## config.mk

```make
export PLATFORM = sky130hd
export DESIGN_NAME = pixel_alpha_blender
export DESIGN_NICKNAME = d
export VERILOG_FILES = /design/src/rtl/blend_pkg.sv /design/src/rtl/blend_cfg_shadow.sv /design/src/rtl/blend_channel.sv /design/src/rtl/pixel_alpha_blender.sv
export SDC_FILE = /design/constraint.sdc
export NUM_CORES = 2
export LEC_CHECK = 0
export BUFFER_PORTS_ARGS = -buffer_cell sky130_fd_sc_hd__buf_2
export CORE_ASPECT_RATIO = 2
export CORE_MARGIN = 4
export CORE_UTILIZATION = 35
export DETAILED_ROUTE_END_ITERATION = 7
export HOLD_SLACK_MARGIN = 0.05
export PLACE_DENSITY_LB_ADDON = 0.2
export SLEW_MARGIN = 25
export SYNTH_ARGS = -nofsm -noshare
export SYNTH_HDL_FRONTEND = slang
export SYNTH_SLANG_ARGS = --single-unit
```

## constraint.sdc

```tcl
create_clock -name clk -period 30.3 [get_ports clk]
set_clock_uncertainty 0.2 [all_clocks]
set_input_delay 3.03 -clock clk [delete_from_list [all_inputs] [get_ports clk]]
set_output_delay 3.03 -clock clk [all_outputs]
set_load 0.02 [all_outputs]
```

## src/rtl/blend_pkg.sv

```systemverilog
package blend_pkg;
  localparam int CH_W = 8;
  localparam int N_CH = 3;
  localparam logic [CH_W-1:0] FULL = '1;

  typedef enum logic [1:0] {
    AM_PIXEL      = 2'd0,
    AM_PIXEL_GAIN = 2'd1,
    AM_PLANE      = 2'd2,
    AM_SPARE      = 2'd3
  } amode_e;

  typedef struct packed {
    amode_e               mode;
    logic                 premult;
    logic [CH_W-1:0]      plane_alpha;
    logic [CH_W-1:0]      gain;
    logic [N_CH*CH_W-1:0] fill_rgb;
  } blend_cfg_t;

  localparam blend_cfg_t CFG_RESET = '{mode: AM_PIXEL, premult: 1'b1,
                                       plane_alpha: FULL, gain: FULL,
                                       fill_rgb: '0};

  // x*y/255 rounded to nearest
  function automatic logic [CH_W-1:0] norm_mul(input logic [CH_W-1:0] x,
                                               input logic [CH_W-1:0] y);
    logic [2*CH_W:0] p;
    p = ({{(CH_W+1){1'b0}}, x} * {{(CH_W+1){1'b0}}, y})
        + (2*CH_W+1)'(FULL >> 1);
    return CH_W'(p / (2*CH_W+1)'(FULL));
  endfunction

  function automatic logic [CH_W-1:0] eff_alpha(input amode_e m,
      input logic [CH_W-1:0] pix_a, input logic [CH_W-1:0] gain,
      input logic [CH_W-1:0] plane_a);
    case (m)
      AM_PIXEL:      return pix_a;
      AM_PIXEL_GAIN: return norm_mul(pix_a, gain);
      default:       return plane_a;
    endcase
  endfunction

  // weight on the foreground color; pre-multiplied color skips pixel alpha
  function automatic logic [CH_W-1:0] fg_scale(input amode_e m,
      input logic pm, input logic [CH_W-1:0] eff,
      input logic [CH_W-1:0] gain, input logic [CH_W-1:0] plane_a);
    if (!pm) return eff;
    case (m)
      AM_PIXEL:      return FULL;
      AM_PIXEL_GAIN: return gain;
      default:       return plane_a;
    endcase
  endfunction

  function automatic logic [CH_W-1:0] sat_add(input logic [CH_W-1:0] a,
                                              input logic [CH_W-1:0] b);
    logic [CH_W:0] s;
    s = {1'b0, a} + {1'b0, b};
    return s[CH_W] ? FULL : s[CH_W-1:0];
  endfunction
endpackage

```

## src/rtl/blend_cfg_shadow.sv

```systemverilog
module blend_cfg_shadow
  import blend_pkg::*;
(
  input  logic       clk,
  input  logic       rst,
  input  logic       we,
  input  blend_cfg_t wr_cfg,
  input  logic       frame_start,
  output blend_cfg_t active
);
  blend_cfg_t staged;

  always_ff @(posedge clk) begin
    if (rst) begin
      staged <= CFG_RESET;
      active <= CFG_RESET;
    end else begin
      if (we) staged <= wr_cfg;
      if (frame_start) active <= staged;
    end
  end


  cfg_hold_chk: assert property (@(posedge clk) disable iff (rst)
    !frame_start |=> active == $past(active));

  cfg_load_chk: assert property (@(posedge clk) disable iff (rst)
    frame_start |=> active == $past(staged));
endmodule

```

## src/rtl/blend_channel.sv

```systemverilog
module blend_channel
  import blend_pkg::*;
(
  input  logic            clk,
  input  logic            rst,
  input  logic            in_v,
  input  logic [CH_W-1:0] fg,
  input  logic [CH_W-1:0] bg,
  input  logic [CH_W-1:0] fg_w,
  input  logic [CH_W-1:0] bg_w,
  output logic [CH_W-1:0] out
);
  logic [CH_W-1:0] fg_term, bg_term;

  always_ff @(posedge clk) begin
    if (rst) begin
      fg_term <= '0;
      bg_term <= '0;
      out     <= '0;
    end else begin
      if (in_v) begin
        fg_term <= norm_mul(fg_w, fg);
        bg_term <= norm_mul(bg_w, bg);
      end
      out <= sat_add(fg_term, bg_term);
    end
  end


  fg_pass_chk: assert property (@(posedge clk) disable iff (rst)
    in_v && fg_w == FULL && bg_w == '0 |=> fg_term == $past(fg) && bg_term == '0);

  bg_pass_chk: assert property (@(posedge clk) disable iff (rst)
    in_v && fg_w == '0 && bg_w == FULL |=> fg_term == '0 && bg_term == $past(bg));

  zero_fg_chk: assert property (@(posedge clk) disable iff (rst)
    in_v && fg_w == '0 |=> fg_term == '0);
endmodule

```

## src/rtl/pixel_alpha_blender.sv

```systemverilog
module pixel_alpha_blender
  import blend_pkg::*;
#(
  parameter int CW  = CH_W,
  parameter int NC  = N_CH,
  localparam int PW = CW * NC
) (
  input  logic          clk,
  input  logic          rst,
  input  logic          in_valid,
  input  logic [PW-1:0] in_fg_rgb,
  input  logic [CW-1:0] in_fg_alpha,
  input  logic [PW-1:0] in_bg_rgb,
  input  logic          in_bg_present,
  input  logic          cfg_we,
  input  logic [1:0]    cfg_mode,
  input  logic          cfg_premult,
  input  logic [CW-1:0] cfg_plane_alpha,
  input  logic [CW-1:0] cfg_gain,
  input  logic [PW-1:0] cfg_bg_rgb,
  input  logic          frame_start,
  output logic          out_valid,
  output logic [PW-1:0] out_rgb
);
  blend_cfg_t wr_cfg, act;
  assign wr_cfg = '{mode: amode_e'(cfg_mode), premult: cfg_premult,
                    plane_alpha: cfg_plane_alpha, gain: cfg_gain,
                    fill_rgb: cfg_bg_rgb};

  blend_cfg_shadow u_shadow (
    .clk(clk), .rst(rst), .we(cfg_we), .wr_cfg(wr_cfg),
    .frame_start(frame_start), .active(act)
  );

  // stage 1: alpha selection and background source
  logic [CW-1:0] eff_a, fg_w;
  logic [PW-1:0] bg_sel;
  assign eff_a  = eff_alpha(act.mode, in_fg_alpha, act.gain, act.plane_alpha);
  assign fg_w   = fg_scale(act.mode, act.premult, eff_a, act.gain, act.plane_alpha);
  assign bg_sel = in_bg_present ? in_bg_rgb : act.fill_rgb;

  logic          s1_v, s2_v, s3_v;
  logic [PW-1:0] s1_fg, s1_bg;
  logic [CW-1:0] s1_fgw, s1_bgw;

  always_ff @(posedge clk) begin
    if (rst) begin
      s1_v   <= 1'b0;
      s2_v   <= 1'b0;
      s3_v   <= 1'b0;
      s1_fg  <= '0;
      s1_bg  <= '0;
      s1_fgw <= '0;
      s1_bgw <= '0;
    end else begin
      s1_v <= in_valid;
      s2_v <= s1_v;
      s3_v <= s2_v;
      if (in_valid) begin
        s1_fg  <= in_fg_rgb;
        s1_bg  <= bg_sel;
        s1_fgw <= fg_w;
        s1_bgw <= FULL - eff_a;
      end
    end
  end

  // stages 2 and 3: per-channel products, then saturated sum
  for (genvar c = 0; c < NC; c++) begin : g_ch
    blend_channel u_ch (
      .clk(clk), .rst(rst), .in_v(s1_v),
      .fg(s1_fg[c*CW +: CW]), .bg(s1_bg[c*CW +: CW]),
      .fg_w(s1_fgw), .bg_w(s1_bgw),
      .out(out_rgb[c*CW +: CW])
    );
  end

  assign out_valid = s3_v;

  // cycles since reset, saturating, for the latency check
  logic [1:0] age;
  always_ff @(posedge clk) begin
    if (rst) age <= '0;
    else if (age != 2'd3) age <= age + 2'd1;
  end


  out_valid_latency_chk: assert property (@(posedge clk) disable iff (rst)
    age == 2'd3 |-> out_valid == $past(in_valid, 3));

  plane_ignores_pixel_chk: assert property (@(posedge clk) disable iff (rst)
    in_valid && act.mode[1] |=> s1_bgw == FULL - $past(act.plane_alpha));
endmodule

```

==> results.json <==
{
  "status": "finished with violations",
  "failing_checks": "design-rule violations",
  "yosys_top_cell_by_area": "sky130_fd_sc_hd__fa_1",
  "critical_path_arrival_ns": 14.33,
  "htreeDepth": 1,
  "gpl.final_weighted_congestion": 0.931,
  "synth-seq-area-share_pct": 10.9,
  "drc": 2,
  "route.detailed.vias_per_inst": 5.76,
  "grt_start_max_net_pins": 101,
  "placedInstanceArea_um2": 43200,
  "finished_core_util_pct": 37.6,
  "place.detailed.hpwl_um": 106000,
  "class_of_the_worst_hold_path": "reg2reg",
  "synth_flop_cell": "sky130_fd_sc_hd__dfxtp_1",
  "critical_path.slowest_cell": "sky130_fd_sc_hd__nor4_2",
  "report.final.setup_viol": 0,
  "tightest_slew_ns": 1.03,
  "clk_lat_worst_skew_ns": 0.61,
  "fp.coreArea_um2": 117000,
  "die_y_um": 494,
  "cpMostUsedCell": "sky130_fd_sc_hd__fa_1",
  "netlist.area_leader.share_pct": 14.4,
  "route.detailed.wl_per_inst_um": 19.2,
  "cts.clk_slew.worst_paths_ns": 0.07,
  "synth_top_family_by_area": "compound AO/OA/AOI/OAI gates",
  "synth.mux.area_fraction_pct": 4.33,
  "numClockSinks": 225,
  "critical-path-max-stage-delay_ns": 0.71,
  "timing.critical_path.required_ns": 30.57,
  "synthTopCellsByArea": "sky130_fd_sc_hd__fa_1, sky130_fd_sc_hd__dfxtp_1, sky130_fd_sc_hd__ha_1",
  "min_delay_path_depth": 1,
  "synth-seq-cells": 225,
  "totalNegativeSetupSlack_ns": 0,
  "yosys.cell_types.count": 160,
  "cap_viol_max_count": 0,
  "num_vias": 39100,
  "synth-adder-area-share_pct": 23.9,
  "worst_setup_path_end_kind": "register",
  "yosys.area_share.simple_pct": 24.2,
  "synth_enable_flop_cells": 0,
  "cts_inserted_buffers": 27,
  "global_route_wire_length_before_repair_um": 209000,
  "whs_endpoint": "out_valid",
  "drt-pass1-iter-count": 8,
  "regToRegSetupSlack_ns": 17.78,
  "synth_async_reset_ratio_pct": 0,
  "i_o_pin_cnt": 130,
  "synth_xor_area_share_pct": 4.81,
  "final_layout_size_suffix_gt1_share_pct": 8.58,
  "worst_hold_check_slack_ns": 0.244,
  "cts_tree": "built",
  "drt_iter0_drc": 1803,
  "layout.cells.most_common_list": "sky130_fd_sc_hd__nand2_1, sky130_fd_sc_hd__nor2_1, sky130_fd_sc_hd__inv_1, sky130_fd_sc_hd__ha_1, sky130_fd_sc_hd__fa_1",
  "post-route-period-util_pct": 46.4,
  "num-nets-final": 5951,
  "hold_viol_final": 0,
  "share_of_the_synthesized_area_in_compound_gates_ao_oa_aoi_oai_pct": 25.7,
  "r2r_end": "g_ch[2].u_ch.bg_term[0]",
  "maxSlewViolCount": 0,
  "grt_setup_unrepaired": "false",
  "layout.cells.most_common": "sky130_fd_sc_hd__nand2_1",
  "track_usage_pct": 20.4,
  "fmaxAchievable_ghz": 0.0711,
  "placement.io_buffers": 129,
  "post-route-min-period_ns": 14.06,
  "maxSlewHeadroom_pct": 31.1,
  "clock_path_buffers": 3,
  "hold_buffers": 0,
  "post_detailed_route_count_of_antenna_violating_nets": 0,
  "clockRootBuffer": "sky130_fd_sc_hd__clkbuf_16",
  "row_count": 178,
  "synthesis.nets": 5991,
  "floorplan.die_area_um2": 124000,
  "layout.cell_area.non_filler_um2": 44100,
  "worstReg2RegStart": "s1_bgw[2]",
  "antenna_found_initial": 5,
  "flow.area_growth_from_synthesis_pct": 6.67,
  "worst_setup_path_start_kind": "input port",
  "initial_utilization_pct": 35.2,
  "hold_sp": "s2_v",
  "rr_worst_depth": 38,
  "routed_wirelength_um": 130000,
  "timing.setup.critical_path_class": "in2reg",
  "syn_area_per_cell_um2": 7.82,
  "ys.warnings.count": 0,
  "postCtsSetupRepairBufs": 0,
  "post_synth_inst_count": 5283,
  "grt_overflow": 0,
  "first_global_vias": 39800,
  "die_width_um": 251,
  "synthesis.area_um2": 41300,
  "post_cts_resized": 0,
  "critPathMaxFanout": 10
}
synthesized netlist by cell type (30+ instances only):
library cell,count
sky130_fd_sc_hd__a211o_1,74
sky130_fd_sc_hd__a211oi_1,118
sky130_fd_sc_hd__a21o_1,85
sky130_fd_sc_hd__a21oi_1,235
sky130_fd_sc_hd__a31oi_1,55
sky130_fd_sc_hd__and2_1,186
sky130_fd_sc_hd__and3_1,60
sky130_fd_sc_hd__clkbuf_1,179
sky130_fd_sc_hd__dfxtp_1,225
sky130_fd_sc_hd__fa_1,297
sky130_fd_sc_hd__ha_1,306
sky130_fd_sc_hd__inv_1,428
sky130_fd_sc_hd__mux2i_1,148
sky130_fd_sc_hd__nand2_1,564
sky130_fd_sc_hd__nand2b_1,33
sky130_fd_sc_hd__nand3_1,136
sky130_fd_sc_hd__nand4_1,48
sky130_fd_sc_hd__nor2_1,455
sky130_fd_sc_hd__nor2b_1,61
sky130_fd_sc_hd__nor3_1,142
sky130_fd_sc_hd__nor4_1,50
sky130_fd_sc_hd__o211ai_1,66
sky130_fd_sc_hd__o21a_1,70
sky130_fd_sc_hd__o21ai_0,174
sky130_fd_sc_hd__o21ai_1,30
sky130_fd_sc_hd__or3_1,51
sky130_fd_sc_hd__xnor2_1,131
sky130_fd_sc_hd__xor2_1,73
critical path, delay by kind of cell:
kind,cells,cell delay [ns]
adder cells (fa/ha/maj),5,2.50
buffers and inverters,3,0.26
AND/OR/NAND/NOR,13,4.17
multiplexers,2,0.74
AO/OA/AOI/OAI,10,3.12
XOR/XNOR,2,0.47
how the worst max path moves through the flow:
stage,start,end,slack [ns]
global route,in_fg_alpha[1],s1_fgw[0],15.61
CTS,in_fg_alpha[1],s1_fgw[0],16.37
global placement,in_fg_alpha[1],s1_fgw[0],15.85
finish,in_fg_alpha[1],s1_fgw[0],16.24
detailed placement,in_fg_alpha[1],s1_fgw[0],15.74
floorplan,in_fg_alpha[0],s1_fgw[1],17.15
kinds of logic (layout without fill, tap and decap cells):
logic type | after synthesis | after routing
buffers and inverters | 656 | 632
adder cells (fa/ha/maj) | 615 | 615
AND/OR/NAND/NOR | 1980 | 1980
flip-flops | 225 | 225
AO/OA/AOI/OAI | 1418 | 1418
other | 0 | 2
multiplexers | 174 | 174
XOR/XNOR | 215 | 215
stage by stage:
stage          cells  worst slack, ns
2_1_floorplan   5283            17.15
3_3_place_gp    6744            15.85
3_5_place_dp    6744            15.74
4_1_cts         6789            16.37
5_1_grt         6790            15.61
6_report        6791            16.24
state kept, by name, indices dropped and copies added (netlist names), 8 cells and up:
| name | cells |
|---|---|
| g_ch.u_ch.bg_term | 24 |
| g_ch.u_ch.fg_term | 24 |
| g_ch.u_ch.out | 24 |
| s1_bg | 24 |
| s1_bgw | 8 |
| s1_fg | 24 |
| s1_fgw | 8 |
| u_shadow.active | 43 |
| u_shadow.staged | 43 |
layout make-up:
class | count | area (µm²)
Timing Repair Buffer | 157 | 867
Clock inverter | 13 | 149
Sequential cell | 225 | 4510
Fill cell | 12400 | 73300
Inverter | 430 | 1610
Antenna cell | 2 | 5.00
Tap cell | 1530 | 1910
Multi-Input combinational cell | 4402 | 34300
Clock buffer | 32 | 724
metal layers:
metal | up-vias | share of wire [%] | track usage [%]
li1 | 19000 | - | -
met2 | 720 | 55 | 41.5
met3 | 305 | 2.3 | 1.28
met1 | 19100 | 37 | 20.7
met4 | 6 | 4.9 | 9.22
met5 | - | 0.026 | 0
Power is not shown: default switching activity piles up to over one toggle a cycle in this logic, so the estimate is an artifact.
